**src/rtl/csd_pkg.sv**
```systemverilog
package csd_pkg;

    localparam int unsigned NUM_THR = 2;
    localparam int unsigned THR_AMP = 0;
    localparam int unsigned THR_PH  = 1;

    // cfg_addr encoding: bit 1 = threshold index, bit 0 = byte (0 high, 1 low)
    typedef enum logic [1:0] {
        REG_AMP_HI = 2'd0,
        REG_AMP_LO = 2'd1,
        REG_PH_HI  = 2'd2,
        REG_PH_LO  = 2'd3
    } cfg_reg_e;

    typedef enum logic {
        PASS_AT_LEAST = 1'b0,
        PASS_AT_MOST  = 1'b1
    } cmp_dir_e;

    typedef struct packed {
        logic hi_we;
        logic lo_we;
    } byte_wr_t;

    function automatic cmp_dir_e dir_of(input int unsigned idx);
        return (idx == THR_AMP) ? PASS_AT_LEAST : PASS_AT_MOST;
    endfunction

    function automatic byte_wr_t decode_wr(input logic we, input logic [1:0] addr,
                                           input int unsigned idx);
        byte_wr_t r;
        r.hi_we = we && (addr[1] == idx[0]) && !addr[0];
        r.lo_we = we && (addr[1] == idx[0]) &&  addr[0];
        return r;
    endfunction

endpackage

```
**src/rtl/csd_thresh_slot.sv**
```systemverilog
module csd_thresh_slot
    import csd_pkg::*;
#(
    parameter int unsigned THR_W   = 16,
    parameter int unsigned BYTE_W  = THR_W / 2,
    parameter logic [THR_W-1:0] RST_VAL = '0
) (
    input  logic              clk,
    input  logic              rst,
    input  byte_wr_t          wr,
    input  logic [BYTE_W-1:0] wdata,
    output logic [THR_W-1:0]  thr
);
    localparam int unsigned HI_W = THR_W - BYTE_W;

    logic [HI_W-1:0]  stage_q;
    logic [THR_W-1:0] thr_q;

    always_ff @(posedge clk) begin
        if (rst) begin
            stage_q <= RST_VAL[THR_W-1:BYTE_W];
            thr_q   <= RST_VAL;
        end else begin
            if (wr.hi_we) stage_q <= wdata[HI_W-1:0];
            if (wr.lo_we) thr_q   <= {stage_q, wdata};
        end
    end

    assign thr = thr_q;
endmodule

```
**src/rtl/csd_compare.sv**
```systemverilog
module csd_compare
    import csd_pkg::*;
#(
    parameter int unsigned W   = 16,
    parameter cmp_dir_e    DIR = PASS_AT_LEAST
) (
    input  logic [W-1:0] metric,
    input  logic [W-1:0] thr,
    output logic         pass
);
    generate
        if (DIR == PASS_AT_LEAST) begin : g_ge
            assign pass = (metric >= thr);
        end else begin : g_le
            assign pass = (metric <= thr);
        end
    endgenerate
endmodule

```
**src/rtl/csd_sense_reg.sv**
```systemverilog
module csd_sense_reg #(
    parameter int unsigned N = 2
) (
    input  logic         clk,
    input  logic         rst,
    input  logic         valid,
    input  logic [N-1:0] pass,
    output logic         sense
);
    logic sense_q;

    always_ff @(posedge clk) begin
        if (rst)        sense_q <= 1'b0;
        else if (valid) sense_q <= &pass;
    end

    assign sense = sense_q;
endmodule

```
**src/rtl/carrier_sense_det.sv**
```systemverilog
module carrier_sense_det
    import csd_pkg::*;
#(
    parameter int unsigned MET_W       = 16,
    parameter logic [MET_W-1:0] AMP_RST = '0,
    parameter logic [MET_W-1:0] PH_RST  = '1
) (
    input  logic               clk,
    input  logic               rst,
    input  logic               cfg_we,
    input  logic [1:0]         cfg_addr,
    input  logic [MET_W/2-1:0] cfg_wdata,
    input  logic               met_valid,
    input  logic [MET_W-1:0]   met_amp,
    input  logic [MET_W-1:0]   met_phase,
    output logic               csense
);
    localparam int unsigned BYTE_W = MET_W / 2;

    logic [MET_W-1:0] thr_act [NUM_THR];
    logic [MET_W-1:0] metric  [NUM_THR];
    logic [NUM_THR-1:0] pass;

    assign metric[THR_AMP] = met_amp;
    assign metric[THR_PH]  = met_phase;

    for (genvar g = 0; g < NUM_THR; g++) begin : g_thr
        localparam logic [MET_W-1:0] RV = (g == THR_AMP) ? AMP_RST : PH_RST;
        byte_wr_t wr;
        assign wr = decode_wr(cfg_we, cfg_addr, g);

        csd_thresh_slot #(
            .THR_W  (MET_W),
            .BYTE_W (BYTE_W),
            .RST_VAL(RV)
        ) slot_i (
            .clk  (clk),
            .rst  (rst),
            .wr   (wr),
            .wdata(cfg_wdata),
            .thr  (thr_act[g])
        );

        csd_compare #(
            .W  (MET_W),
            .DIR(dir_of(g))
        ) cmp_i (
            .metric(metric[g]),
            .thr   (thr_act[g]),
            .pass  (pass[g])
        );
    end

    csd_sense_reg #(.N(NUM_THR)) sense_i (
        .clk  (clk),
        .rst  (rst),
        .valid(met_valid),
        .pass (pass),
        .sense(csense)
    );
endmodule

```
**config.mk**
```make
export PLATFORM = sky130hd
export DESIGN_NAME = carrier_sense_det
export DESIGN_NICKNAME = d
export VERILOG_FILES = /design/src/rtl/csd_pkg.sv /design/src/rtl/csd_thresh_slot.sv /design/src/rtl/csd_compare.sv /design/src/rtl/csd_sense_reg.sv /design/src/rtl/carrier_sense_det.sv
export SDC_FILE = /design/constraint.sdc
export NUM_CORES = 1
export LEC_CHECK = 0
export CAP_MARGIN = 20
export CORE_AREA = 10 10 117 66
export CTS_CLUSTER_SIZE = 28
export DETAILED_ROUTE_END_ITERATION = 8
export DIE_AREA = 0 0 127 76
export DONT_BUFFER_PORTS = 1
export HOLD_SLACK_MARGIN = 0.02
export PLACE_DENSITY = 0.61
export SLEW_MARGIN = 15
export SYNTH_ARGS = -nofsm -noshare
export SYNTH_HDL_FRONTEND = slang
export SYNTH_SLANG_ARGS = --single-unit
```
**constraint.sdc**
```tcl
create_clock -name clk -period 3.4 [get_ports clk]
set_clock_uncertainty 0.1 [all_clocks]
set_input_delay 0.51 -clock clk [delete_from_list [all_inputs] [get_ports clk]]
set_output_delay 0.51 -clock clk [all_outputs]
set_load 0.01 [all_outputs]
```
### Word level (Yosys, flattened, before mapping)

Cells that the tools add are included.

| word-level totals | value |
|---|---|
| register bits after elaboration | 49 |
| logic and storage cells | 16 |

| cells by class | value |
|---|---|
| magnitude comparators | 2 |
| bitwise logic cells | 1 |
| reductions and logical operators | 8 |

Operators by type and width:

| operator | number |
|---|---|
| >= comparator 16 bit | 1 |
| <= comparator 16 bit | 1 |
| logical AND 1 bit | 6 |
| AND reduction 2 bit | 1 |
| logical NOT 1 bit | 1 |
| inverter 1 bit | 1 |

### Depth between registers and ports, before layout

| logic depth | value |
|---|---|
| depth in word-level cells | 3 |
| gate-level depth with buffers | 7 |
| gate-level depth less buffers | 7 |

### By module

A second synthesis with hierarchy kept.

| unflattened totals | value |
|---|---|
| cell total of the unflattened synthesis | 274 |
| area, all modules | 2638.8 um^2 |

By module, submodules not included:

| module | times used | cells an instance | area an instance (um^2) |
|---|---|---|---|
| csd_thresh_slot (g_thr[1].slot_i) | 1 | 78 | 892.1 |
| csd_thresh_slot (g_thr[0].slot_i) | 1 | 77 | 859.6 |
| csd_compare (g_thr[1].cmp_i) | 1 | 56 | 410.4 |
| csd_compare (g_thr[0].cmp_i) | 1 | 55 | 399.1 |
| csd_sense_reg | 1 | 4 | 40.0 |
| carrier_sense_det | 1 | 4 | 37.5 |

### Least setup slack after synthesis

OpenSTA, ideal clock, no wires.

| path | value |
|---|---|
| path type | input to register |
| from | in met_amp[13] |
| to | reg sense_i.sense_q (netlist: sense_i.sense) |
| library setup time | 116 ps |
| data arrival time | 1839 ps |
| required time | 3184 ps |
| setup slack | 1345 ps |
| cell stages on the path | 6 |
| buffers on the path | 0 |
| path through | ha_1 > a211oi_2 > nor2_1 > a211o_1 > a311o_1 > a41o_1 |

| between the ends | value |
|---|---|
| word-level cells in the longest chain between the ends | 2 |

RTL lines:

| item | RTL line | RTL |
|---|---|---|
| start: declaration | carrier_sense_det.sv:14 | `input logic [MET_W-1:0] met_amp,` |
| >= comparator 16 bit | csd_compare.sv:13 | `assign pass = (metric >= thr);` |
| AND reduction 2 bit | csd_sense_reg.sv:14 | `else if (valid) sense_q <= &pass;` |
| end signal: assignment | csd_sense_reg.sv:14 |  |
| end: declaration | csd_sense_reg.sv:10 | `logic sense_q;` |

Every way passes these cells.
A chain may end at the register's enable or synchronous reset.

### Worst setup path after layout

| path | value |
|---|---|
| from | reg g_thr[1].slot_i.thr_q[15] |
| to | reg sense_i.sense_q (netlist: sense_i.sense) |

| between the ends | value |
|---|---|
| word-level cells in the longest chain between the ends | 2 |

RTL lines:

| item | RTL line | RTL |
|---|---|---|
| start: declaration | csd_thresh_slot.sv:17 | `logic [THR_W-1:0] thr_q;` |
| start signal: assignment | csd_thresh_slot.sv:25 | `if (wr.lo_we) thr_q <= {stage_q, wdata};` |
| <= comparator 16 bit | csd_compare.sv:15 | `assign pass = (metric <= thr);` |
| AND reduction 2 bit | csd_sense_reg.sv:14 |  |

Every way passes these cells.

==> results.toml <==
[final_layout]
layout-drive-gt1-share = 0.0470
fillers = 583
final_cells = 375
final_cell_mix = "nand2_1, dfxtp_1, inv_1, ha_1, nor2_1"
nets = 375
syn2layout_area_growth_pct = 9.70
layout_commonest_cell = "nand2_1"
diodes = 0

[cts]
cts_tree = "built"
post_cts_buffers = 0
clockRootBuffer = "clkbuf_16"
clkTransAtPathRegs_ns = 0.07
clock_sinks = 49
cts.hold.buffers_added = 0
numCtsBuffers = 5
htree_levels = 2
post_cts_resized = 0
clk_latency_ns = 0.29
clk_path_buf_depth = 2

[routing]
ant_nets = 0
viasPerCell = 5.22
drt_iter0_drc = 89
drtPass1Iterations = 4
drt-total-wl_um = 6140
vias = 1958
wire_per_inst_um = 16.4
drc = 0

[floorplan]
start_util = 0.431
ioPinCount = 47
die_w_um = 127
die-area_um2 = 9650
core_area_um2 = 5810
rows = 20
die_h_um = 76

[synth]
netlist_instances = 300
synth_top_flop_cell = "dfxtp_1"
avgSynthCellArea_um2 = 8.34
syn-num-nets = 378
postSynth.asyncResetShare = 0
synth_edf_count = 0
netlist_area_um2 = 2500
yosys.area.top_type = "dfxtp_1"
synth_cell_type_count = 35
synth.top_cell.area_share = 0.392
ys_seq_elements = 49
ys_warn_count = 0
netlist_top_cells_area = "dfxtp_1, ha_1, nand2_1"
yosysSeqAreaShare = 0.392

[timing]
rsz0062_at_grt = "false"
final_max_slew_viol_count = 0
setup-tns-final_ns = 0
hold_viol_final = 0
hold_ws_ns = 0.185
finalCritPeriodShare = 0.600
fin_ws_ns = 1.36
tightest_slew_ns = 1.04
period_needed_ns = 2.04
setup_viol = 0
slew_headroom = 0.309
fmax_ghz = 0.490

[place]
dpl.hpwl_um = 4750
port-buffer-count = 0
gp_congestion = 0.780
post-place-ws_ns = 1.20
dp_cells = 366

[grt]
grt_max_degree = 42
grt_pass1_wl_um = 10100
grt_pass1_vias = 1936
track_usage = 0.128
antenna_found_initial = 0
grt-ovfl-total = 0

[setup_path]
crit_type = "reg -> reg"
crit_required_ns = 3.49
critPathMaxFanout = 3
slowest_stage = "nor4_1"
crit_chain = "inv_1, ha_1, nand4_1, nor4_1, a21boi_0, o31ai_1, a41o_1"
end_kind = "flip-flop"
setup.worst_path.start_class = "flip-flop"
max_stage_delay_ns = 0.41
crit_arrival_ns = 2.13

[pwr]
p_total_mw = 1.31
p_leak_nw = 1.21
p_per_area_nw_per_um2 = 477
vdd.ir_drop.worst_uv = 236

[min_path]
min_path_type = "in -> reg"

[status]
outcome = "finished, final reports clean"

[flow_run]
cap_violations = 0
==> Yosys cell counts, types with 2 or more instances <==
cell type  instances
nand2_1           53
dfxtp_1           49
inv_1             33
ha_1              32
nor2_1            27
a21oi_1           24
a211o_1           16
nand3_1           11
clkbuf_1           9
mux2i_1            8
nand4_1            5
a21o_1             3
buf_2              3
o21ai_0            3
and3_1             2
nor3b_1            2
o211ai_1           2
==> per-layer routing <==
layer | GRT usage | part of all wire | vias to the layer above
met4 | 0.0339 | 0.010 | 0
li1 | - | - | 1010
met1 | 0.174 | 0.51 | 897
met2 | 0.180 | 0.40 | 44
met5 | 0 | 0 | -
met3 | 0.0500 | 0.084 | 7
==> stage by stage <==
step / instance area (µm²) / utilization
6_report: 2740 / 0.473
5_1_grt: 2740 / 0.473
4_1_cts: 2740 / 0.471
3_5_place_dp: 2560 / 0.441
3_3_place_gp: 2560 / 0.441
2_1_floorplan: 2500 / -
==> worst max-delay path: cells and delay by family (launching register included) <==
kind | cells | cell delay, ns
flops | 1 | 0.31
fa+ha+maj | 1 | 0.32
compound gates | 3 | 0.55
simple gates | 2 | 0.61
buf+inv | 1 | 0.05
==> report_power, final <==
part	internal (mW)	leakage (nW)	switching, mW	total [mW]
Sequential	0.596	0.400	0.0100	0.606
Clock	0.367	0.0831	0.217	0.584
Combinational	0.0541	0.731	0.0655	0.120
==> cell families (layout without fill, tap and decap cells) <==
kind of cell / Yosys count / after routing / synth area share
AO/OA/AOI/OAI: 57 / 57 / 0.159
adder cells (fa/ha/maj): 32 / 32 / 0.160
buffers and inverters: 47 / 45 / 0.0720
flip-flops: 49 / 49 / 0.392
multiplexers: 8 / 8 / 0.0320
AND/OR/NAND/NOR: 107 / 107 / 0.185
==> final cells by class <==
cell class                 count  area (µm²)  share of cell area
clock buffer                   6         139              0.0506
timing repair buffer           3        22.5             0.00821
tap                           77        96.3              0.0351
inverter                      34         128              0.0465
clock inverter                 2        37.5              0.0137
multi-input combinational    204        1340               0.488
sequential                    49         981               0.358
==> path summary, 6_finish.rpt <==
check	from	depth (start not counted)	endpoint	slack, ns
max	g_thr[1].slot_i.thr[15]	7	sense_i.sense	1.36
min	rst	1	g_thr[0].slot_i.thr[5]	0.19
max reg2reg	g_thr[1].slot_i.thr[15]	7	sense_i.sense	1.36
min reg2reg	g_thr[0].slot_i.stage_q[5]	2	g_thr[0].slot_i.thr[13]	0.34
==> state kept, by name (all words and copies together), names as in the netlist <==
register and flops:
g_thr.slot_i.stage_q 16, g_thr.slot_i.thr 32, sense_i.sense 1
Note: power is estimated with default switching activity, not from simulation.
